--- src/rtl/gpio_port_pkg.sv ---
package gpio_port_pkg;

    localparam int PORT_W    = 8;
    localparam int GROUP_W   = 4;
    localparam int N_GROUPS  = PORT_W / GROUP_W;
    localparam int ADDR_W    = 2;

    localparam logic [ADDR_W-1:0] OFS_DATA = 2'd0;
    localparam logic [ADDR_W-1:0] OFS_DIR  = 2'd1;
    localparam logic [ADDR_W-1:0] OFS_MODE = 2'd2;
    localparam logic [ADDR_W-1:0] OFS_IEN  = 2'd3;

    // within each group's nibble of the mode register
    localparam int PULL_BIT = 0;
    localparam int OD_BIT   = 1;

    typedef enum logic {
        EV_IDLE,
        EV_PENDING
    } evt_state_t;

    function automatic logic [PORT_W-1:0] mode_mask();
        logic [PORT_W-1:0] m;
        m = '0;
        for (int g = 0; g < N_GROUPS; g++) begin
            m[g*GROUP_W + PULL_BIT] = 1'b1;
            m[g*GROUP_W + OD_BIT]   = 1'b1;
        end
        return m;
    endfunction

endpackage

--- src/rtl/gpio_regfile.sv ---
module gpio_regfile
    import gpio_port_pkg::*;
(
    input  logic              clk,
    input  logic              rst_n,
    input  logic              bus_sel,
    input  logic              bus_wr,
    input  logic [ADDR_W-1:0] bus_addr,
    input  logic [PORT_W-1:0] bus_wdata,
    input  logic [PORT_W-1:0] sync_in,
    output logic [PORT_W-1:0] bus_rdata,
    output logic [PORT_W-1:0] latch_q,
    output logic [PORT_W-1:0] dir_q,
    output logic [PORT_W-1:0] mode_q,
    output logic [PORT_W-1:0] ien_q
);

    localparam logic [PORT_W-1:0] MODE_MASK = mode_mask();

    logic wr_en;
    assign wr_en = bus_sel && bus_wr;

    always_ff @(posedge clk or negedge rst_n) begin
        if (!rst_n) begin
            latch_q <= '0;
            dir_q   <= '0;
            mode_q  <= '0;
            ien_q   <= '0;
        end else if (wr_en) begin
            unique case (bus_addr)
                OFS_DATA: latch_q <= bus_wdata;
                OFS_DIR:  dir_q   <= bus_wdata;
                OFS_MODE: mode_q  <= bus_wdata & MODE_MASK;
                OFS_IEN:  ien_q   <= bus_wdata;
                default:  ;
            endcase
        end
    end

    always_comb begin
        unique case (bus_addr)
            OFS_DATA: bus_rdata = (dir_q & latch_q) | (~dir_q & sync_in);
            OFS_DIR:  bus_rdata = dir_q;
            OFS_MODE: bus_rdata = mode_q;
            OFS_IEN:  bus_rdata = ien_q;
            default:  bus_rdata = '0;
        endcase
    end

endmodule

--- src/rtl/gpio_pad_ctl.sv ---
module gpio_pad_ctl
    import gpio_port_pkg::*;
(
    input  logic [PORT_W-1:0] latch_q,
    input  logic [PORT_W-1:0] dir_q,
    input  logic [PORT_W-1:0] mode_q,
    output logic [PORT_W-1:0] pad_out,
    output logic [PORT_W-1:0] pad_oe,
    output logic [PORT_W-1:0] pad_pullup,
    output logic [PORT_W-1:0] pad_od
);

    for (genvar g = 0; g < N_GROUPS; g++) begin : g_grp
        logic grp_pull;
        logic grp_od;
        assign grp_pull = mode_q[g*GROUP_W + PULL_BIT];
        assign grp_od   = mode_q[g*GROUP_W + OD_BIT];

        for (genvar b = 0; b < GROUP_W; b++) begin : g_pin
            localparam int P = g*GROUP_W + b;
            always_comb begin
                pad_od[P]     = grp_od;
                pad_pullup[P] = grp_pull && !dir_q[P];
                if (grp_od) begin
                    pad_out[P] = 1'b0;
                    pad_oe[P]  = dir_q[P] && !latch_q[P];
                end else begin
                    pad_out[P] = latch_q[P];
                    pad_oe[P]  = dir_q[P];
                end
            end
        end
    end

endmodule

--- src/rtl/gpio_edge_evt.sv ---
module gpio_edge_evt
    import gpio_port_pkg::*;
(
    input  logic              clk,
    input  logic              rst_n,
    input  logic [PORT_W-1:0] pad_in,
    input  logic [PORT_W-1:0] dir_q,
    input  logic [PORT_W-1:0] ien_q,
    input  logic              evt_clr,
    output logic [PORT_W-1:0] sync_in,
    output logic              evt_flag
);

    logic [PORT_W-1:0] meta_q;
    logic [PORT_W-1:0] sync_q;
    logic [PORT_W-1:0] prev_q;
    logic              edge_seen;
    evt_state_t        state_q;
    evt_state_t        state_d;

    always_ff @(posedge clk or negedge rst_n) begin
        if (!rst_n) begin
            meta_q <= '0;
            sync_q <= '0;
            prev_q <= '0;
        end else begin
            meta_q <= pad_in;
            sync_q <= meta_q;
            prev_q <= sync_q;
        end
    end

    assign sync_in   = sync_q;
    assign edge_seen = |((sync_q ^ prev_q) & ien_q & ~dir_q);

    always_ff @(posedge clk or negedge rst_n) begin
        if (!rst_n) state_q <= EV_IDLE;
        else        state_q <= state_d;
    end

    always_comb begin
        state_d = state_q;
        unique case (state_q)
            EV_IDLE:    if (edge_seen)                state_d = EV_PENDING;
            EV_PENDING: if (evt_clr && !edge_seen)    state_d = EV_IDLE;
            default:                                  state_d = EV_IDLE;
        endcase
    end

    always_comb begin
        evt_flag = (state_q == EV_PENDING);
    end

endmodule

--- src/rtl/gpio_port.sv ---
module gpio_port
    import gpio_port_pkg::*;
(
    input  logic              clk,
    input  logic              rst_n,
    input  logic              bus_sel,
    input  logic              bus_wr,
    input  logic [ADDR_W-1:0] bus_addr,
    input  logic [PORT_W-1:0] bus_wdata,
    output logic [PORT_W-1:0] bus_rdata,
    input  logic [PORT_W-1:0] pad_in,
    output logic [PORT_W-1:0] pad_out,
    output logic [PORT_W-1:0] pad_oe,
    output logic [PORT_W-1:0] pad_pullup,
    output logic [PORT_W-1:0] pad_od,
    input  logic              halt_rel_en,
    input  logic              irq_en,
    input  logic              evt_clr,
    output logic              evt_flag,
    output logic              halt_release_req,
    output logic              irq_req
);

    logic [PORT_W-1:0] latch_q;
    logic [PORT_W-1:0] dir_q;
    logic [PORT_W-1:0] mode_q;
    logic [PORT_W-1:0] ien_q;
    logic [PORT_W-1:0] sync_in;

    gpio_regfile u_regs (
        .clk       (clk),
        .rst_n     (rst_n),
        .bus_sel   (bus_sel),
        .bus_wr    (bus_wr),
        .bus_addr  (bus_addr),
        .bus_wdata (bus_wdata),
        .sync_in   (sync_in),
        .bus_rdata (bus_rdata),
        .latch_q   (latch_q),
        .dir_q     (dir_q),
        .mode_q    (mode_q),
        .ien_q     (ien_q)
    );

    gpio_pad_ctl u_pads (
        .latch_q    (latch_q),
        .dir_q      (dir_q),
        .mode_q     (mode_q),
        .pad_out    (pad_out),
        .pad_oe     (pad_oe),
        .pad_pullup (pad_pullup),
        .pad_od     (pad_od)
    );

    gpio_edge_evt u_evt (
        .clk      (clk),
        .rst_n    (rst_n),
        .pad_in   (pad_in),
        .dir_q    (dir_q),
        .ien_q    (ien_q),
        .evt_clr  (evt_clr),
        .sync_in  (sync_in),
        .evt_flag (evt_flag)
    );

    always_comb begin
        halt_release_req = evt_flag && halt_rel_en;
        irq_req          = evt_flag && irq_en;
    end

endmodule

--- config.mk ---
export PLATFORM = sky130hd
export DESIGN_NAME = gpio_port
export DESIGN_NICKNAME = d
export VERILOG_FILES = /design/src/rtl/gpio_port_pkg.sv /design/src/rtl/gpio_regfile.sv /design/src/rtl/gpio_pad_ctl.sv /design/src/rtl/gpio_edge_evt.sv /design/src/rtl/gpio_port.sv
export SDC_FILE = /design/constraint.sdc
export NUM_CORES = 1
export LEC_CHECK = 0
export CORE_ASPECT_RATIO = 0.8
export CORE_MARGIN = 5
export CORE_UTILIZATION = 40
export CTS_CLUSTER_SIZE = 16
export DETAILED_ROUTE_END_ITERATION = 6
export PLACE_DENSITY = 0.69
export SYNTH_ARGS = -nofsm -noshare
export SYNTH_HDL_FRONTEND = slang
export SYNTH_SLANG_ARGS = --single-unit
export TNS_END_PERCENT = 1
--- constraint.sdc ---
create_clock -name clk -period 1.3 [get_ports clk]
set_clock_uncertainty 0.15 [all_clocks]
set_input_delay 0.13 -clock clk [delete_from_list [all_inputs] [get_ports clk]]
set_output_delay 0.13 -clock clk [all_outputs]
set_load 0.01 [all_outputs]
After elaboration in Yosys (flattened, before gate mapping). Index checks and enable logic that the tools add are counted.

Logic and storage cells: 82. Input bits: 25. Output and inout port bits: 43. Register bits: 53.

Reductions and logical operators: 43. Eq/ne operators: 3. Multiplexer cells: 20. Bitwise logic cells: 8.

Operators by type and width (count): $and A8 B8 Y8 (4); $pmux W8 S4 (1); $logic_and A1 B1 Y1 (20); $mux W1 (18); $logic_not A1 Y1 (17); $not A8 Y8 (1); $or A8 B8 Y8 (1); $reduce_and A2 Y1 (4); $reduce_or A8 Y1 (1); $xor A8 B8 Y8 (1); $eq A2 B2 Y1 const B (2); $eq A2 B1 Y1 const B (1); $logic_not A2 Y1 (1); $pmux W1 S2 (1); $not A1 Y1 (1).

Depth between registers and ports, before layout.
Word-level depth: 8. Gate-level depth with buffers: 6. Mapped depth without buffers: 4.

Modules after synthesis. From an unflattened synthesis, not the netlist that was laid out.

Cells, all modules: 190. Area total of the unflattened synthesis: 2463.6 um2.

Modules (own cells, without submodules): gpio_regfile (sequential area each 700.7 um2, times used 1, area an instance 1451.4 um2, cells each 111); gpio_edge_evt (sequential area each 625.6 um2, times used 1, area an instance 779.5 um2, cells each 45); gpio_pad_ctl (sequential area each 0.0 um2, times used 1, area an instance 220.2 um2, cells each 32); gpio_port (sequential area each 0.0 um2, times used 1, area an instance 12.5 um2, cells each 2).

Worst setup path after synthesis. OpenSTA, ideal clock, no wires.

Path type: input port to output port. Start: input bus_addr[0]. End: output bus_rdata[2]. Path slack: 0.048 ns. Stages on the path: 5. Buffers on the path: 2. Arrival: 0.972 ns. Required time: 1.020 ns. Cells stage by stage: buf_2 buf_2 nor3b_1 a21oi_1 o21ai_0.

Longest elaborated chain between the ends: 2. Elaborated cells between the ends (all ways): 5. Those cells by class: eq/ne (3); mux (1); reduce/logical (1).

RTL lines: from (decl) (RTL line gpio_port.sv:8) `input logic [ADDR_W-1:0] bus_addr,`; $eq A2 B2 Y1, or another cell as far along (RTL line gpio_regfile.sv:41) `unique case (bus_addr)`; $pmux W8 S4 * (RTL line gpio_regfile.sv:41); to (decl) (RTL line gpio_port.sv:10) `output logic [PORT_W-1:0] bus_rdata,`.

Every way passes the cells marked *; elsewhere a longest branch is shown, timed or not.

Worst setup path after layout.
Start: register u_regs.mode_q[1]. End: output bus_rdata[1].

Longest elaborated chain between the ends: 1.

RTL lines: from (decl) (RTL line gpio_regfile.sv:14) `output logic [PORT_W-1:0] mode_q,`; from (signal assigned) (RTL line gpio_regfile.sv:33) `OFS_MODE: mode_q <= bus_wdata & MODE_MASK;`; $pmux W8 S4 (RTL line gpio_regfile.sv:41).

No other way between the ends.

==> run summary <==
The run finished, with violations left. The final reports fail on setup timing. The total congestion overflow came out at 0.

The total area of multi-input combinational cells came out at about 1100 µm². The congestion estimate from routability-driven global placement came to 0.807. The number of warnings issued by yosys is 0. For flop-to-flop paths, the worst setup slack is -0.24 ns. The kind of critical path is register to primary output. The worst setup path is captured at a primary output.

The fmax came out at about 600 MHz. The number of rows created at floorplan came out at 25. The final net count came out at between 300 and 400.

0 antenna diodes ended up in the layout. The worst vdd rail ir drop is 0.564 mV. The power density normalized to cell area is between 1000 and 1500 nW/µm². Tracing the worst setup path back leads to its startpoint at u_regs.mode_q[1]. Summed over all instances, the cell type with the most area after synthesis is dfrtp_1. The detailed-routing iteration count for the pre-antenna-repair pass is 4. For this design the static power due to leakage is 1.64 nW. The remaining routing DRC violations came out at 0.

The path with the worst hold slack has its endpoint at u_evt.meta_q[2]. The cell-internal power is 0.00343 W. The required time of the worst setup path came out at roughly 1.0 ns.

The overall routing resource usage is 17.6%. The post-detailed-routing wire length came out at roughly 6100 µm. After detailed routing, the average wire length per cell comes to between 15 and 20 µm. The clock root buffer is clkbuf_8. The number of buffers created by CTS came out at 5.

At the placement stage, the worst setup path has a slack of -0.796 ns. The maximum count of clock buffers along a single path came out at 2. The clock share of power is between 10% and 20%. The data arrival at the endpoint of the critical path is 1.35 ns. The worst pin sits at a relative slew slack of between 70 and 80%. By area the synthesized netlist is led by dfrtp_1 (56%), mux2_2 (15%), nor2b_1 (4.2%).

The final critical path takes up 125% of the cycle. After clock tree synthesis, the clock-pin slew on the worst setup and hold paths is about 0.090 ns. The total of max-cap violations came out at 0. The floorplan step set the die height to 78.9 µm. The filler cell count in the final layout is about 500. The net switching power is about 0.0015 W. The worst hold path begins at pad_in[2].

The number of global-route vias before repair is around 1900. The initial antenna violation count came to 0. The count of boundary I/O pins came out at roughly 70. The number of levels in the clock H-tree is 2. The number of instances on the worst hold path is 1. The sequential cell area in the final layout is 1330 µm². The number of unique standard cell types used by synthesis is 28.

The cell count after synthesis came out at 189. The fraction of power spent switching nets is ~31%. The fraction of layout instances using a drive strength above 1 came out at between 50% and 60%. The classification of the worst-slack hold path is input pin to register. For this block, the via count after detailed routing is 1837.

After layout, the worst setup slack is -0.329 ns. In this run the critical register-to-register path is captured at u_evt.evt_flag. The share of the core filled with cells in the final layout is between 60% and 70%. The core area is 5850 µm².

Hold is met by 0.0955 ns. For the worst flop-to-flop path, the logic depth is 5. Setup violations remaining at the end of the flow were counted as 49. At the pin with the least slew margin, the transition time is between 0.3 and 0.4 ns. The part of the total power dissipated in sequential elements is a little over two fifths.

The synthesized area per cell came out at 12.6 µm². The number of nets handed over by synthesis was 214. The max-slew violation count was 0. The later pin in the worst-skew pair is clocked with a latency of between 0.3 and 0.4 ns. The relative area change from synthesis to final layout is 50.3%. The critical path startpoint category is a register. The final hold violation count came out at 0. The horizontal die dimension came out at 96.1 µm. The largest fanout of any net on the critical path came out at 3.

The quantity of I/O buffers inserted on ports is 67. The worst reg2reg path startpoint is u_evt.sync_in[1]. The full die area is around 7600 µm². Setup repair after global routing could not meet its margin everywhere.

The fraction of the yosys area taken by sequential cells came out at between 50% and 60%. Once detail routing completed, the nets flagged for antenna violations numbered 0. The minimum clock period after layout came out at around 1.6 ns. Once detailed placement completed, the half-perimeter wirelength came to approximately 4200 µm. TritonCTS built the clock tree. For this design, the sink count on the clock tree is 53. In this run the cell area of the synthesized design comes to ~2400 µm². The iteration-0 DRC count of the detailed router is 54. The flop and latch count out of synthesis came out at 53.

The global-route wire length before repair is approximately 10000 µm. The effective utilization at floorplan is between 40% and 50%. The largest net degree at the start of global routing is 54. The via density per instance is around 4.8. The proportion of netlist area held by the largest area contributor came out at 55.8%. The combinational cell fraction of total power came out at between 30% and 40%.
registers in the layout, indices dropped and copies added (netlist names):
signal / count
u_evt.evt_flag: 1
u_evt.meta_q: 8
u_evt.prev_q: 8
u_evt.sync_in: 8
u_regs.dir_q: 8
u_regs.ien_q: 8
u_regs.latch_q: 8
u_regs.mode_q: 4
synth_stat cells:
cell type and n:
nand2_2 1, nand4b_1 1, nand2_1 5, xnor2_1 7
a211oi_1 1, xor2_1 1, o21ai_0 10, inv_1 1
mux2_2 32, and2_1 2, mux2i_1 4, a21boi_0 8
clkbuf_1 1, dfrtp_1 53, nor3b_1 11, a21oi_1 8
nand3b_1 1, nor4_1 1, nor2_1 5, buf_4 9
buf_2 3, nor3_1 1, nor2b_1 16, nand2b_1 3
nand4_2 1, o21a_1 1, o2111ai_1 1, nor3_4 1
final cells by class:
cell class,instances,area share (%)
Clock buffer,7,2.42
Inverter,1,0.105
Multi-Input combinational cell,122,30.0
Sequential cell,53,37.3
Tap cell,81,2.84
Timing Repair Buffer,116,27.3
worst max path at each step:
| stage | cells after the start | slack, ns | to |
|---|---|---|---|
| after floorplan | 5 | 0.05 | bus_rdata[2] |
| after global placement | 7 | -0.76 | bus_rdata[1] |
| after detailed placement | 6 | -0.80 | bus_rdata[3] |
| after CTS | 5 | -0.33 | bus_rdata[6] |
| after global routing | 5 | -0.42 | bus_rdata[6] |
| final | 5 | -0.33 | bus_rdata[1] |
per-stage QoR:
step	power, W	setup TNS [ns]	cell area (µm²)	instances
3_5_place_dp	0.00398	-27.81	3370	363
5_1_grt	0.00526	-8.32	3570	380
2_1_floorplan	0.00289	0	2370	189
4_1_cts	0.00483	-5.92	3440	379
6_report	0.00495	-5.70	3570	380
3_3_place_gp	0.00393	-27.13	3370	363
worst max-delay path, cell delays in order, from the launching register on:
cell and delay [ns]:
dfrtp_1 0.43, buf_4 0.15, buf_4 0.12, mux2i_1 0.12, a21oi_1 0.08, buf_2 0.14
kinds of logic (layout without fill, tap and decap cells):
kind of cell              count (synthesis)  count (layout)  synth area share, %
xor gates and xnor gates                  8               8                 2.95
and+or+nand+nor                          49              49                 13.2
muxes                                    36              36                 16.9
buffers and inverters                    14             124                 3.79
DFF                                      53              53                 55.8
AOI/OAI and AO/OA                        29              29                 7.32
metal layers:
metal  global-route usage [%]  share of wire [%]
met1                     24.9                 46
met3                     4.07                4.6
met2                     26.9                 48
met4                     5.11                1.1
met5                        0                  0
power by group through the flow:
stage	registers [W]	logic (W)	clock network, W
after floorplan	0.00211	0.000780	0
after global placement	0.00212	0.00181	0
after detailed placement	0.00213	0.00185	0
after CTS	0.00209	0.00176	0.000978
after global routing	0.00215	0.00206	0.00106
final	0.00211	0.00190	0.000945
what timing repair did:
action	4_1_cts	5_1_grt
gates resized for setup	217	31
buffers inserted	7	1
pin swaps	6	4
cloned	1	0
hold buffers	1	0
setup endpoints to repair	72	66
endpoints found under the hold margin	53	0
placed cells by master, fill, tap and decap left out, types with 2 or more instances in the layout:
cell type,synthesis,routed
nor2b_1,16,11
nor2b_4,0,4
dfrtp_2,0,4
clkdlybuf4s50_1,0,20
buf_12,0,2
nor3b_1,11,7
nor3b_2,0,4
nor2_2,0,2
buf_2,3,35
nand2_1,5,4
a21oi_1,8,8
xnor2_1,7,6
dfrtp_1,53,49
nor2_1,5,3
clkbuf_8,0,6
buf_6,0,22
o21ai_1,0,9
mux2_4,0,3
nand2b_1,3,3
a21boi_2,0,4
mux2i_1,4,4
buf_4,9,31
a21boi_1,0,4
mux2_2,32,29
No activity file was read; power rests on OpenSTA's default activity.
